==> src/rtl/linkmon_pkg.sv <==
package linkmon_pkg;

  typedef enum logic [1:0] {
    IF_RESET    = 2'd0,
    IF_DISABLED = 2'd1,
    IF_INIT     = 2'd2,
    IF_NORMAL   = 2'd3
  } ifState_e;

  // strobes from control to datapath
  typedef struct packed {
    logic timerClr;
    logic cancel;
    logic normal;
  } ctlStrobe_t;

endpackage

==> src/rtl/linkmon_datapath.sv <==
module linkmon_datapath
  import linkmon_pkg::*;
#(
  parameter int GAP_LIMIT = 64,
  parameter int TIMER_MAX = 32,
  localparam int GAP_W   = $clog2(GAP_LIMIT + 1),
  localparam int TIMER_W = $clog2(TIMER_MAX + 1)
) (
  input  logic               clk,
  input  logic               rstN,
  input  logic               lpsIn,
  input  logic               pulsedMode,
  input  logic               isoBarrier,
  input  ctlStrobe_t         strb,
  input  logic               busReqSet,
  input  logic               busReqAck,
  input  logic               regReadSet,
  input  logic               regReadAck,
  input  logic               statusValidIn,
  input  logic               statusAck,
  output logic               lpsActive,
  output logic [TIMER_W-1:0] timerVal,
  output logic               busReqPend,
  output logic               regReadPend,
  output logic               statusPend
);

  logic             lpsQ;
  logic             lpsPrev;
  logic [GAP_W-1:0] gapCnt;
  logic             riseSeen;
  logic             usePulses;

  assign usePulses = pulsedMode | isoBarrier;
  assign riseSeen  = lpsQ & ~lpsPrev;

  always_ff @(posedge clk) begin
    if (!rstN) begin
      lpsQ    <= 1'b0;
      lpsPrev <= 1'b0;
    end else begin
      lpsQ    <= lpsIn;
      lpsPrev <= lpsQ;
    end
  end

  // cycles since the last rising edge, saturating at the limit
  always_ff @(posedge clk) begin
    if (!rstN)
      gapCnt <= GAP_W'(GAP_LIMIT);
    else if (riseSeen)
      gapCnt <= '0;
    else if (gapCnt != GAP_W'(GAP_LIMIT))
      gapCnt <= gapCnt + 1'b1;
  end

  always_comb begin
    if (usePulses)
      lpsActive = riseSeen | (gapCnt < GAP_W'(GAP_LIMIT));
    else
      lpsActive = lpsQ;
  end

  // shared phase timer for reset dwell and initialization
  always_ff @(posedge clk) begin
    if (!rstN)
      timerVal <= '0;
    else if (strb.timerClr)
      timerVal <= '0;
    else if (timerVal != TIMER_W'(TIMER_MAX))
      timerVal <= timerVal + 1'b1;
  end

  // pending flags: cancel first, then set (only when operational), then ack
  logic [2:0] setVec, ackVec, pendQ;
  assign setVec = {statusValidIn, regReadSet, busReqSet};
  assign ackVec = {statusAck, regReadAck, busReqAck};

  for (genvar i = 0; i < 3; i++) begin : g_flag
    always_ff @(posedge clk) begin
      if (!rstN || strb.cancel)
        pendQ[i] <= 1'b0;
      else if (setVec[i] && strb.normal)
        pendQ[i] <= 1'b1;
      else if (ackVec[i])
        pendQ[i] <= 1'b0;
    end
  end

  assign busReqPend  = pendQ[0];
  assign regReadPend = pendQ[1];
  assign statusPend  = pendQ[2];

endmodule

==> src/rtl/linkmon_control.sv <==
module linkmon_control
  import linkmon_pkg::*;
#(
  parameter int DIS_CYCLES  = 32,
  parameter int INIT_CYCLES = 16,
  parameter int TIMER_W     = 6
) (
  input  logic               clk,
  input  logic               rstN,
  input  logic               lpsActive,
  input  logic [TIMER_W-1:0] timerVal,
  output ifState_e           state,
  output ctlStrobe_t         strb,
  output logic               cancelPulse
);

  ifState_e nextState;

  always_comb begin
    nextState = state;
    unique case (state)
      IF_RESET: begin
        if (lpsActive)
          nextState = IF_INIT;
        else if (timerVal == TIMER_W'(DIS_CYCLES - 1))
          nextState = IF_DISABLED;
      end
      IF_DISABLED: if (lpsActive) nextState = IF_INIT;
      IF_INIT: begin
        if (!lpsActive)
          nextState = IF_RESET;
        else if (timerVal == TIMER_W'(INIT_CYCLES - 1))
          nextState = IF_NORMAL;
      end
      IF_NORMAL: if (!lpsActive) nextState = IF_RESET;
      default: nextState = IF_RESET;
    endcase
  end

  always_comb begin
    strb.timerClr = (nextState != state);
    strb.normal   = (state == IF_NORMAL);
    strb.cancel   = (state == IF_NORMAL) && (nextState != IF_NORMAL);
  end

  always_ff @(posedge clk) begin
    if (!rstN) begin
      state       <= IF_RESET;
      cancelPulse <= 1'b0;
    end else begin
      state       <= nextState;
      cancelPulse <= strb.cancel;
    end
  end

endmodule

==> src/rtl/phy_link_guard.sv <==
module phy_link_guard
  import linkmon_pkg::*;
#(
  parameter int GAP_LIMIT   = 64,
  parameter int DIS_CYCLES  = 32,
  parameter int INIT_CYCLES = 16
) (
  input  logic       clk,
  input  logic       rstN,
  input  logic       lpsIn,
  input  logic       pulsedMode,
  input  logic       isoBarrier,
  input  logic       linkReqIn,
  input  logic       busReqSet,
  input  logic       busReqAck,
  input  logic       regReadSet,
  input  logic       regReadAck,
  input  logic       statusValidIn,
  input  logic       statusAck,
  output logic [1:0] ifState,
  output logic       cancelPulse,
  output logic       linkReqFwd,
  output logic       busReqPend,
  output logic       regReadPend,
  output logic       statusPend
);

  localparam int TIMER_MAX = (DIS_CYCLES > INIT_CYCLES) ? DIS_CYCLES : INIT_CYCLES;
  localparam int TIMER_W   = $clog2(TIMER_MAX + 1);

  ctlStrobe_t         strb;
  ifState_e           stateQ;
  logic               lpsActive;
  logic [TIMER_W-1:0] timerVal;

  linkmon_datapath #(
    .GAP_LIMIT (GAP_LIMIT),
    .TIMER_MAX (TIMER_MAX)
  ) u_dp (
    .clk           (clk),
    .rstN          (rstN),
    .lpsIn         (lpsIn),
    .pulsedMode    (pulsedMode),
    .isoBarrier    (isoBarrier),
    .strb          (strb),
    .busReqSet     (busReqSet),
    .busReqAck     (busReqAck),
    .regReadSet    (regReadSet),
    .regReadAck    (regReadAck),
    .statusValidIn (statusValidIn),
    .statusAck     (statusAck),
    .lpsActive     (lpsActive),
    .timerVal      (timerVal),
    .busReqPend    (busReqPend),
    .regReadPend   (regReadPend),
    .statusPend    (statusPend)
  );

  linkmon_control #(
    .DIS_CYCLES  (DIS_CYCLES),
    .INIT_CYCLES (INIT_CYCLES),
    .TIMER_W     (TIMER_W)
  ) u_ctl (
    .clk         (clk),
    .rstN        (rstN),
    .lpsActive   (lpsActive),
    .timerVal    (timerVal),
    .state       (stateQ),
    .strb        (strb),
    .cancelPulse (cancelPulse)
  );

  assign ifState    = stateQ;
  assign linkReqFwd = linkReqIn & strb.normal;

endmodule

==> config.mk <==
export PLATFORM = sky130hd
export DESIGN_NAME = phy_link_guard
export DESIGN_NICKNAME = d
export VERILOG_FILES = /design/src/rtl/linkmon_pkg.sv /design/src/rtl/linkmon_datapath.sv /design/src/rtl/linkmon_control.sv /design/src/rtl/phy_link_guard.sv
export SDC_FILE = /design/constraint.sdc
export NUM_CORES = 1
export LEC_CHECK = 0
export BUFFER_PORTS_ARGS = -buffer_cell sky130_fd_sc_hd__buf_2
export CAP_MARGIN = 20
export CORE_MARGIN = 10
export CORE_UTILIZATION = 52
export DETAILED_ROUTE_END_ITERATION = 10
export PLACE_DENSITY = 0.76
export SLEW_MARGIN = 25
export SYNTH_ARGS = -nofsm -noshare
export SYNTH_HDL_FRONTEND = slang
export SYNTH_SLANG_ARGS = --single-unit
==> constraint.sdc <==
create_clock -name clk -period 1.66 [get_ports clk]
set_input_delay 0 -clock clk [delete_from_list [all_inputs] [get_ports clk]]
set_output_delay 0 -clock clk [all_outputs]
set_load 0.01 [all_outputs]
---- Word level (Yosys, flattened, before mapping) ----
Cells that the tools add are included.
Widths: inputs -> output; s select.
word-level totals
  register bits after elaboration ......... 21
  input bits .............................. 12
  word-level logic and storage cells ...... 57
cells by class
  $add $sub $neg .......................... 2
  magnitude comparators ................... 1
  equal/unequal tests ..................... 9
  muxes and demuxes ....................... 16
  bitwise operators ....................... 6
  reduce and logical (&&, ||, !) cells .... 13
operators with widths
  operator             count
  $mux 7               2
  $mux 2               6
  $pmux 2 s4           1
  $reduce_bool 2->1    4
  $add 7x1->7 const B  1
  $lt 7x7->1 const B   1
  $mux 1               7
  $ne 7x7->1 const B   1
  $add 6x1->6 const B  1
  $eq 6x4->1 const B   1
  $eq 6x5->1 const B   1
  $ne 6x6->1 const B   1
  $eq 2x2->1 const B   2
  $logic_and 1x1->1    4
  $reduce_or 2->1      2
  $and 1x1->1          2
  $eq 2x1->1 const B   1
  $logic_not 2->1      1
  $ne 2x2->1           1
  $ne 2x2->1 const B   1
  $not 1->1            2
  $or 1x1->1           2
  $logic_not 1->1      1
  $logic_or 1x1->1     1

---- Logic depth before layout (Yosys ltp) ----
Gate-level depths: netlist of the first run.
  depth in word-level cells ............... 9
  gate-level depth with buffers ........... 6
  depth with buffers taken out ............ 6

---- By module ----
From an unflattened synthesis of the first run, not the netlist that was laid out.
unflattened totals
  cell total of the unflattened synthesis .. 116
  area total of the unflattened synthesis .. 1,019.7 um^2
by module, submodules not included
  module            instances  cells each  area each (um^2)  sequential area each (um^2)
  linkmon_datapath  1          95          843.3             360.3
  linkmon_control   1          20          170.2             60.1
  phy_link_guard    1          1           6.3               0.0

---- Worst setup path after synthesis of the first run ----
No wires, ideal clock.
  path type ............................... register to register
  start point ............................. register u_dp.timerVal[0]
  end point ............................... register u_dp.timerVal[0]
  setup time .............................. 0.133 ns
  arrival time ............................ 1.156 ns
  setup slack ............................. 0.371 ns
  stages on the path, launching flop included .. 5
  clock period less this slack ............ 1.289 ns
  cell sequence ........................... dfxtp_1 ha_1 nand3_2 o41ai_4 nor3_1
on the way
  cells in the longest elaborated chain, start to end .. 6
  elaborated cells on any way between the ends .. 11
ends and longest elaborated chain
  what                                             RTL line                                      text
  from (decl)                                      linkmon_datapath.sv:22                        output logic [TIMER_W-1:0] timerVal,
  from (signal assigned)                           linkmon_datapath.sv:71                        timerVal <= timerVal + 1'b1;
  $eq 6x4->1 / $eq 6x5->1 (equally long branches)  linkmon_control.sv:32, linkmon_control.sv:25
  $mux 2, on equally long branches                 linkmon_control.sv:32, linkmon_control.sv:25
  $mux 2, on equally long branches                 linkmon_control.sv:30, linkmon_control.sv:23
  $pmux 2 s4                                       linkmon_control.sv:21                         unique case (state)
  $ne 2x2->1                                       linkmon_control.sv:41                         strb.timerClr = (nextState != state);
  $reduce_or 2->1 (no source line)                 n/a
Parallel ways exist; a longest one is shown, timed or not.
A chain may end at the register's enable or synchronous reset.

---- Worst setup path after layout of the first run ----
  start point ............................. register u_ctl.state[0]
  end point ............................... register u_dp.pendQ[1] (netlist: u_dp.regReadPend)
on the way
  cells in the longest elaborated chain, start to end .. 6
  elaborated cells on any way between the ends .. 17
ends and longest elaborated chain
  what                              RTL line                                      text
  from (decl)                       linkmon_control.sv:12                         output ifState_e state,
  from (signal assigned)            linkmon_control.sv:51                         state <= nextState;
  $mux 2, on equally long branches  linkmon_control.sv:32, linkmon_control.sv:25
  $mux 2, on equally long branches  linkmon_control.sv:30, linkmon_control.sv:23
  $pmux 2 s4                        linkmon_control.sv:21
  $ne 2x2->1                        linkmon_control.sv:43                         strb.cancel = (state == IF_NORMAL) && (nextState != IF_NORMAL);
  $logic_and 1x1->1                 linkmon_control.sv:43
  $logic_or 1x1->1                  linkmon_datapath.sv:81                        if (!rstN || strb.cancel)
  to (signal, indexed assignment)   linkmon_datapath.sv:82                        pendQ[i] <= 1'b0;
  to (signal, indexed assignment)   linkmon_datapath.sv:84                        pendQ[i] <= 1'b1;
  to (signal, indexed assignment)   linkmon_datapath.sv:86                        pendQ[i] <= 1'b0;
  to (decl)                         linkmon_datapath.sv:75                        logic [2:0] setVec, ackVec, pendQ;
Parallel ways exist; a longest one is shown, timed or not.

==> results.md, run 1 <==
- The number of core rows is 15.
- The total of warnings raised by yosys is 0.
- The sort of element at the end of the critical path is a register.
- The number of inserted filler cells in the final layout is 125.
- The count of nets left with antenna violations once routing finished came out at 0.
- The beginning of the worst hold path is pulsedMode.
- The worst path arrival time is ~1.7 ns.
- The final worst-path setup slack is 0.243 ns.
- The worst setup path is of the reg -> reg kind.
- The net count of the finished layout is around 150.
- Counting flops with a built-in enable in the synthesized netlist gives 0.
- CTS built an H-tree with a depth of 1.
- The die is 63.0 um tall.
- Summed over all layers, the global routing overflow is 0.
- The highest fanout seen on the critical path is 9.
- The number of synthesized register bits is 21.
- The clock reaches the later pin of the worst-skew pair after between 0.3 and 0.4 ns.
- The worst register-to-register path begins at u_ctl.state[0]$_SDFF_PN0_.
- The worst hold-check path type is in -> reg.
- Counting cells, the worst reg-to-reg path comes to 3.
- Clock skew on the completed layout was measured at roughly 0.0075 ns.
- The start point of the critical path is u_ctl.state[0]$_SDFF_PN0_.
- The post-detailed-placement half-perimeter wirelength is about 1400 um.
- After detailed routing, the number of remaining DRC violations is 0.
- The leakage power total is 0.493 nW.
- The final-report setup violation count is 0.
- The share of the Yosys chip area taken by registers is 43.8%.
- Dividing the detail-routed via count by the number of cells gives 4.93.
- At the end of routability-driven placement, the weighted congestion stood at 0.716.
- In the synthesized netlist the async set-or-reset flop fraction comes to 0%.
- The initial antenna violation count came to 0.
- Port buffering added 18 buffers.
- The critical path buffer and inverter count is 1.
- The number of primary I/O pins is 19.
- The proportion of layout cells with a drive suffix above 1 is 22.3%.
- In this run, distinct cell masters in the synthesized netlist total 26.
- Dividing the detail-routed wire length by the instance count gives 12.0 um.
- The count of cells along the worst hold path is 4.
- The combined global-route utilization of all metal layers is 10.0%.
- The clock period could shrink to 1.42 ns.
- The number of buffers created by CTS is 3.
- The aggregate routed wire length is between 1500 and 2000 um.
- The floorplan die area is 0.00397 mm^2.
- The max-slew violation count is 0.
- After clock tree synthesis, the setup repair step added 0 buffers.
- After floorplanning, the core was sized to cover 0.00175 mm^2.
- The sequential standard cell area is 420 um^2.
- The maximum count of clock buffers along a single path is 2.
- Buffers inserted to repair hold after CTS numbered 8.
- CTS placed an instance of sky130_fd_sc_hd__clkbuf_4 at the clock tree root.
- The hold violation count in the final report is 0.
- Static timing analysis puts the maximum clock frequency at between 700 and 800 MHz.
- The number of gates resized after CTS is 0.
- The setup TNS is 0 ns.
- The die is 63.0 um wide.
- STA classifies the critical path startpoint as a register.
- The number of nets in the synthesized netlist is 116.
- The number of clock sinks is 21.
- At the pin with the least slew margin, the transition time is between 0.3 and 0.4 ns.
- The total number of vias is approximately 760.
- The antenna diode count is 0.
- The clock-pin slew on the worst setup and hold paths is 0.12 ns.
- For the worst setup path, the data required time is 1.91 ns.
- The initial cell density of the core is between 50% and 60%.
- The maximum number of pins on one net before global-route repair is 13.
- Setup repair after global routing left no endpoint under its margin.
- The worst slack at placement is approximately 0.24 ns.
- In this run the power density over the cells is 797 mW/mm^2.
- Among all flip-flop cells after synthesis, the most frequent one is sky130_fd_sc_hd__dfxtp_1.
- The area overhead of the layout relative to synthesis is 23.8%.
- The run finished with clean final reports.
- The worst slew slack as a fraction of its limit is 73.5%.
- Among all stages on the critical path, the largest delay is contributed by sky130_fd_sc_hd__dlygate4sd3_1.
- The detailed router finished its first iteration with 15 violations.
- On the worst path, the slowest cell contributes a delay of 0.59 ns.
- The synthesized instance count is 100.
- The first global-routing pass estimated 3270 um of wire.
- The critical path goes through a32oi_1, dlygate4sd3_1, nor2_1.
- The count of max-cap constraint violations is 0.
- In the final layout, the multi-input gates occupy 503 um^2.
- The average footprint of a synthesized cell is about 9.6 um^2.
- The worst hold path terminates at u_ctl.state[1]$_SDFF_PN0_.
- The number of global-route vias before repair is roughly 800.
- The TritonCTS clock tree is yes.
- The pre-antenna-repair detailed-routing pass consisted of 4 iterations.
- The final critical path takes up 85.4% of the cycle.
- The register-to-register setup slack is approximately 0.24 ns.
- The worst register-to-register path ends at u_dp.regReadPend$_SDFFE_PP0P_.
- The area of the mapped netlist is 961 um^2.
- The cell family contributing the most delay on the critical path is buffers and inverters.
- The maximum ir drop on the vdd rail is roughly 0.52 mV.
==> state kept, by name, indices dropped and copies added, names as in the netlist <==
signal	cells
u_dp.lpsPrev	1
u_dp.regReadPend	1
u_dp.timerVal	6
u_dp.gapCnt	7
u_dp.statusPend	1
u_ctl.cancelPulse	1
u_ctl.state	2
u_dp.busReqPend	1
u_dp.lpsQ	1
==> how the worst max path moves through the flow <==
stage                                          to  depth (start not counted)  slack [ns]
floorplan           u_dp.timerVal[0]$_SDFFE_PP0P_                          4        0.37
global placement    u_dp.timerVal[3]$_SDFFE_PP0P_                          4        0.31
detailed placement  u_dp.timerVal[1]$_SDFFE_PP0P_                          4        0.24
CTS                 u_dp.timerVal[1]$_SDFFE_PP0P_                          4        0.22
global route        u_dp.timerVal[5]$_SDFFE_PP0P_                          4        0.12
finish              u_dp.regReadPend$_SDFFE_PP0P_                          3        0.24
==> layout by cell type (no fill, tap or decap), types with 4 or more instances in the layout <==
master / count
sky130_fd_sc_hd__nor2_1: 15
sky130_fd_sc_hd__dlygate4sd3_1: 8
sky130_fd_sc_hd__xnor2_1: 6
sky130_fd_sc_hd__nor3_1: 7
sky130_fd_sc_hd__nand2_1: 6
sky130_fd_sc_hd__ha_1: 4
sky130_fd_sc_hd__inv_1: 8
sky130_fd_sc_hd__xor2_1: 6
sky130_fd_sc_hd__dfxtp_1: 21
sky130_fd_sc_hd__buf_2: 18
sky130_fd_sc_hd__nand3_1: 5
==> power by group <==
part / internal (W) / switching (W)
registers: 0.000524 / 0.0000210
clock network: 0.0000901 / 0.000156
logic: 0.0000815 / 0.0000754
total: 0.000696 / 0.000253
==> layer usage <==
metal | vias up | track usage, % | share of wire, %
li1 | 396 | - | -
met1 | 347 | 10.4 | 45
met2 | 16 | 17.1 | 49
met3 | 5 | 3.23 | 3.6
met4 | 0 | 5.87 | 2.5
met5 | - | 0 | 0
==> worst reg2reg max path: cells and delay by family (launching register included) <==
kind | cells | cell delay [ns]
compound gates | 1 | 0.16
buf+inv | 1 | 0.59
flops | 1 | 0.55
simple gates | 1 | 0.08
==> cells by family after synthesis <==
| kind of cell | count (synthesis) | share of synthesized area [%] |
|---|---|---|
| and+or+nand+nor | 42 | 21.4 |
| xor gates and xnor gates | 13 | 12.6 |
| muxes | 2 | 2.08 |
| DFF | 21 | 43.7 |
| buffers and inverters | 9 | 3.91 |
| adders and majority gates | 4 | 5.21 |
| AOI/OAI and AO/OA | 9 | 11.1 |
==> cells in the mapped netlist, types with 2 or more instances <==
library cell	count	area [um^2]
sky130_fd_sc_hd__xor2_1	6	52.6
sky130_fd_sc_hd__dfxtp_1	21	420
sky130_fd_sc_hd__a32oi_1	3	26.3
sky130_fd_sc_hd__nor4b_1	2	17.5
sky130_fd_sc_hd__nand3_1	5	25.0
sky130_fd_sc_hd__ha_1	4	50.1
sky130_fd_sc_hd__and2_1	2	12.5
sky130_fd_sc_hd__nor2_1	15	56.3
sky130_fd_sc_hd__nor3_1	7	35.0
sky130_fd_sc_hd__xnor2_1	6	52.6
sky130_fd_sc_hd__inv_1	8	30.0
sky130_fd_sc_hd__nand2_1	6	22.5
sky130_fd_sc_hd__mux2i_1	2	20.0
==> metrics by stage <==
| stage | total power, W | util [%] | hold WS, ns | area (um^2) | cells |
|---|---|---|---|---|---|
| CTS | 0.000957 | 68.2 | 0.0836 | 1190 | 155 |
| global placement | 0.000697 | 62.0 | 0.207 | 1080 | 143 |
| floorplan | 0.000664 | - | 0.122 | 961 | 100 |
| finish | 0.000948 | 68.2 | 0.0934 | 1190 | 155 |
| global route | 0.00100 | 68.2 | 0.111 | 1190 | 155 |
| detailed placement | 0.000703 | 62.0 | 0.214 | 1080 | 143 |
==> final cells by class <==
class / count / area share, %
Clock buffer: 3 / 1.89
Clock inverter: 1 / 0.421
Inverter: 8 / 2.52
Multi-Input combinational cell: 70 / 42.3
Sequential cell: 21 / 35.3
Tap cell: 25 / 2.63
Timing Repair Buffer: 27 / 14.9
(Power assumes the default switching activity.)
==> inputs of run 2 (changes only) <==
--- a/config.mk
+++ b/config.mk
@@ -8,9 +8,8 @@
 export BUFFER_PORTS_ARGS = -buffer_cell sky130_fd_sc_hd__buf_2
 export CAP_MARGIN = 20
 export CORE_MARGIN = 10
-export CORE_UTILIZATION = 52
+export CORE_UTILIZATION = 30
 export DETAILED_ROUTE_END_ITERATION = 10
-export PLACE_DENSITY = 0.76
 export SLEW_MARGIN = 25
 export SYNTH_ARGS = -nofsm -noshare
 export SYNTH_HDL_FRONTEND = slang
==> run 2 against run 1 <==
Core utilization fell by 28 points. Die area grew 48%. Register-to-register slack lost 0.02 ns. Global-route usage down 3.1 points. Worst hold slack better by 0.018 ns. Clock skew is 0.0055 ns lower. Clock power about the same. Via count is 1.0% higher. First-iteration DRC count is 40% higher. Critical path depth is 1 higher. Sequential power about the same. Cell count is 12% higher.
==> results.md, run 2 (synthesis gave the netlist of run 1 again) <==
- The number of clock sinks is 21.
- The setup TNS is 0 ns.
- The initial antenna violation count is 0.
- The initial cell density of the core is 31.5%.
- The final-report setup violation count is 0.
- The register with the most flip-flops in the layout has 7 of them.
- The number of clock buffers added by TritonCTS is 3.
- The floorplan step set the die width to 76.6 um.
- After detailed routing, the number of vias per cell comes to 4.44.
- The hold violation count in the final report is 0.
- Summed over all layers, the global routing overflow is 0.
- The area overhead of the layout relative to synthesis is 26.2%.
- The aggregate routed wire length is 1940 um.
- The maximum level of the CTS H-tree is 1.
- Setup repair after global routing left no endpoint under its margin.
- Entering global routing, the biggest net connects 12 pins.
- The clock insertion delay at the later pin of the skew report is 0.30 ns.
- At the placement stage, the worst setup path has a slack of 0.228 ns.
- The depth of the most critical reg-to-reg path is 4.
- The first routing iteration left 21 violations.
- In the routed design, unresolved DRC markers number 0.
- The setup fix buffers added after clock tree synthesis is 0.
- Summed over all cells, the static leakage comes to 0.490 nW.
- The power density of the placed cells is 782 mW/mm^2.
- The number of nets in the layout is approximately 150.
- The count of max-cap constraint violations is 0.
- The delay of the slowest cell on the worst path is between 0.4 and 0.5 ns.
- The region available for standard cell placement spans around 0.003 mm^2.
- STA classifies the critical path endpoint as a register.
- For this design, the CTS-stage hold fixing added 7 buffers.
- Global routing used under 10% of the available tracks.
- The pre-antenna-repair detailed-routing pass consisted of 4 iterations.
- The final critical path takes up 86.3% of the cycle.
- The highest fanout seen on the critical path is 6.
- The required time of the worst setup path is 1.85 ns.
- Cells with a size suffix above 1 make up a little over a fifth of the layout.
- In the final layout, the multi-input gates occupy ~500 um^2.
- The antenna diode count is 0.
- The number of nets with antenna violations after routing is 0.
- The worst register-to-register path ends at u_dp.timerVal[1]$_SDFFE_PP0P_.
- The number of core rows is 20.
- The die covers ~0.0059 mm^2.
- The number of inserted filler cells in the final layout is about 340.
- The clock skew after layout is 0.00197 ns.
- Headroom to the max-slew limit came out at roughly 71%.
- The global-route wire length before repair is around 3500 um.
- The transition time of the tightest slew-check pin is 0.429 ns.
- The number of buffers and inverters on the critical path is 0.
- The max-slew violation count is 0.
- The shortest clock period the worst path allows after layout is 1.43 ns.
- The largest registers in the layout are u_dp.gapCnt x7, u_dp.timerVal x6, u_ctl.state x2.
- Broken down by cell family, the worst path's largest delay share belongs to compound AO/OA/AOI/OAI gates.
- The register name with the most flops is u_dp.gapCnt.
- The buffer type at the clock tree root is sky130_fd_sc_hd__clkbuf_4.
- After clock tree synthesis, the repair step resized 0 gates.
- The critical path runs through a total of 4 cells.
- The slowest stage of the critical path is the sky130_fd_sc_hd__o41ai_4 cell.
- Traced cell by cell, the critical path runs through ha_1, nand3_2, o41ai_4, nor3_1.
- The number of primary I/O pins is 19.
- The start point of the critical path is u_dp.timerVal[0]$_SDFFE_PP0P_.
- The beginning of the worst register-to-register path is u_dp.timerVal[0]$_SDFFE_PP0P_.
- Excluding fillers, the count of instances in the completed layout stands at around 170.
- The post-detailed-placement half-perimeter wirelength is 1440 um.
- The total number of vias is 772.
- The maximum clock frequency is around 700 MHz.
- The destination of the critical timing path is u_dp.timerVal[1]$_SDFFE_PP0P_.
- TritonCTS built the clock tree.
- The quantity of I/O buffers inserted on ports is 18.
- STA classifies the critical path startpoint as a register.
- The worst setup path is of the reg -> reg kind.
- The longest clock path from root to sink contains 2 buffers.
- For flop-to-flop paths, the worst setup slack is approximately 0.23 ns.
- The chip height is 76.6 um.
- In the layout the commonest cells are sky130_fd_sc_hd__dfxtp_1, sky130_fd_sc_hd__buf_2, sky130_fd_sc_hd__nor2_1.
- The final worst-path setup slack is 0.228 ns.
- The worst-case IR drop observed on VDD is 0.358 mV.
- The worst path arrival time is 1.62 ns.
- The clock-pin slew on the worst setup and hold paths is roughly 0.11 ns.
- The run finished with clean final reports.
- Including well taps, the total number of placed cells is 162.
- The worst hold-check path type is in -> reg.
- Leaving out fill and tap cells, the most frequent cell in the layout is sky130_fd_sc_hd__dfxtp_1.
- The average routed wire per standard cell is 11.2 um.
- Routability-driven placement finished with a final weighted congestion of around 0.7.
- In the final layout, flip-flops and latches occupy 420 um^2.
- The number of global-route vias before repair is 809.
## run 2: cell count changes in the layout (fill, tap and decap cells not counted)
cell                       change
sky130_fd_sc_hd__clkbuf_1      +1
sky130_fd_sc_hd__clkinv_2      -1
## run 2: stage by stage
| stage | utilization (%) | hold slack, ns | cell area, um^2 | total power, W |
|---|---|---|---|---|
| after floorplan | - | 0.122 | 961 | 0.000664 |
| after detailed placement | 36.2 | 0.214 | 1110 | 0.000701 |
| after global routing | 39.7 | 0.126 | 1210 | 0.00100 |
| after global placement | 36.2 | 0.216 | 1110 | 0.000699 |
| final | 39.7 | 0.111 | 1210 | 0.000948 |
| after CTS | 39.4 | 0.00175 | 1200 | 0.000957 |
## run 2: tightest hold or removal path, cell delays in order
cell                        delay [ns]
sky130_fd_sc_hd__buf_2            0.10
sky130_fd_sc_hd__nor2_2           0.05
sky130_fd_sc_hd__a2bb2oi_4        0.15
sky130_fd_sc_hd__nor2_1           0.08
## run 2: power by group
part	switching [W]	internal (W)	total (W)
clock network	0.000155	0.0000937	0.000249
registers	0.0000218	0.000524	0.000546
logic	0.0000727	0.0000805	0.000153
## run 2: how the worst min path moves through the flow
| stage | from | endpoint | slack (ns) | cells past startpoint |
|---|---|---|---|---|
| 2_1_floorplan | rstN | u_dp.lpsQ$_SDFF_PN0_ | 0.12 | 1 |
| 3_3_place_gp | lpsIn | u_dp.lpsQ$_SDFF_PN0_ | 0.22 | 2 |
| 3_5_place_dp | lpsIn | u_dp.lpsQ$_SDFF_PN0_ | 0.21 | 2 |
| 4_1_cts | rstN | u_ctl.state[0]$_SDFF_PN0_ | 0.002 | 3 |
| 5_1_grt | isoBarrier | u_ctl.state[1]$_SDFF_PN0_ | 0.13 | 4 |
| 6_report | isoBarrier | u_ctl.state[1]$_SDFF_PN0_ | 0.11 | 4 |
## run 2: routing by layer
metal  wire length (um)  vias to the layer above  GRT usage (%)
li1                   -                      397              -
met1                988                      353           8.66
met2                795                       20           10.4
met3                146                        2           2.71
met4                 14                        0           2.79
met5                  0                        -              0
## run 2: layout make-up
class	count	share of cell area, %
sequential	21	34.7
clock buffer	4	2.17
inverter	8	2.48
multi-input combinational	70	41.5
timing repair buffer	27	14.7
tap	44	4.54
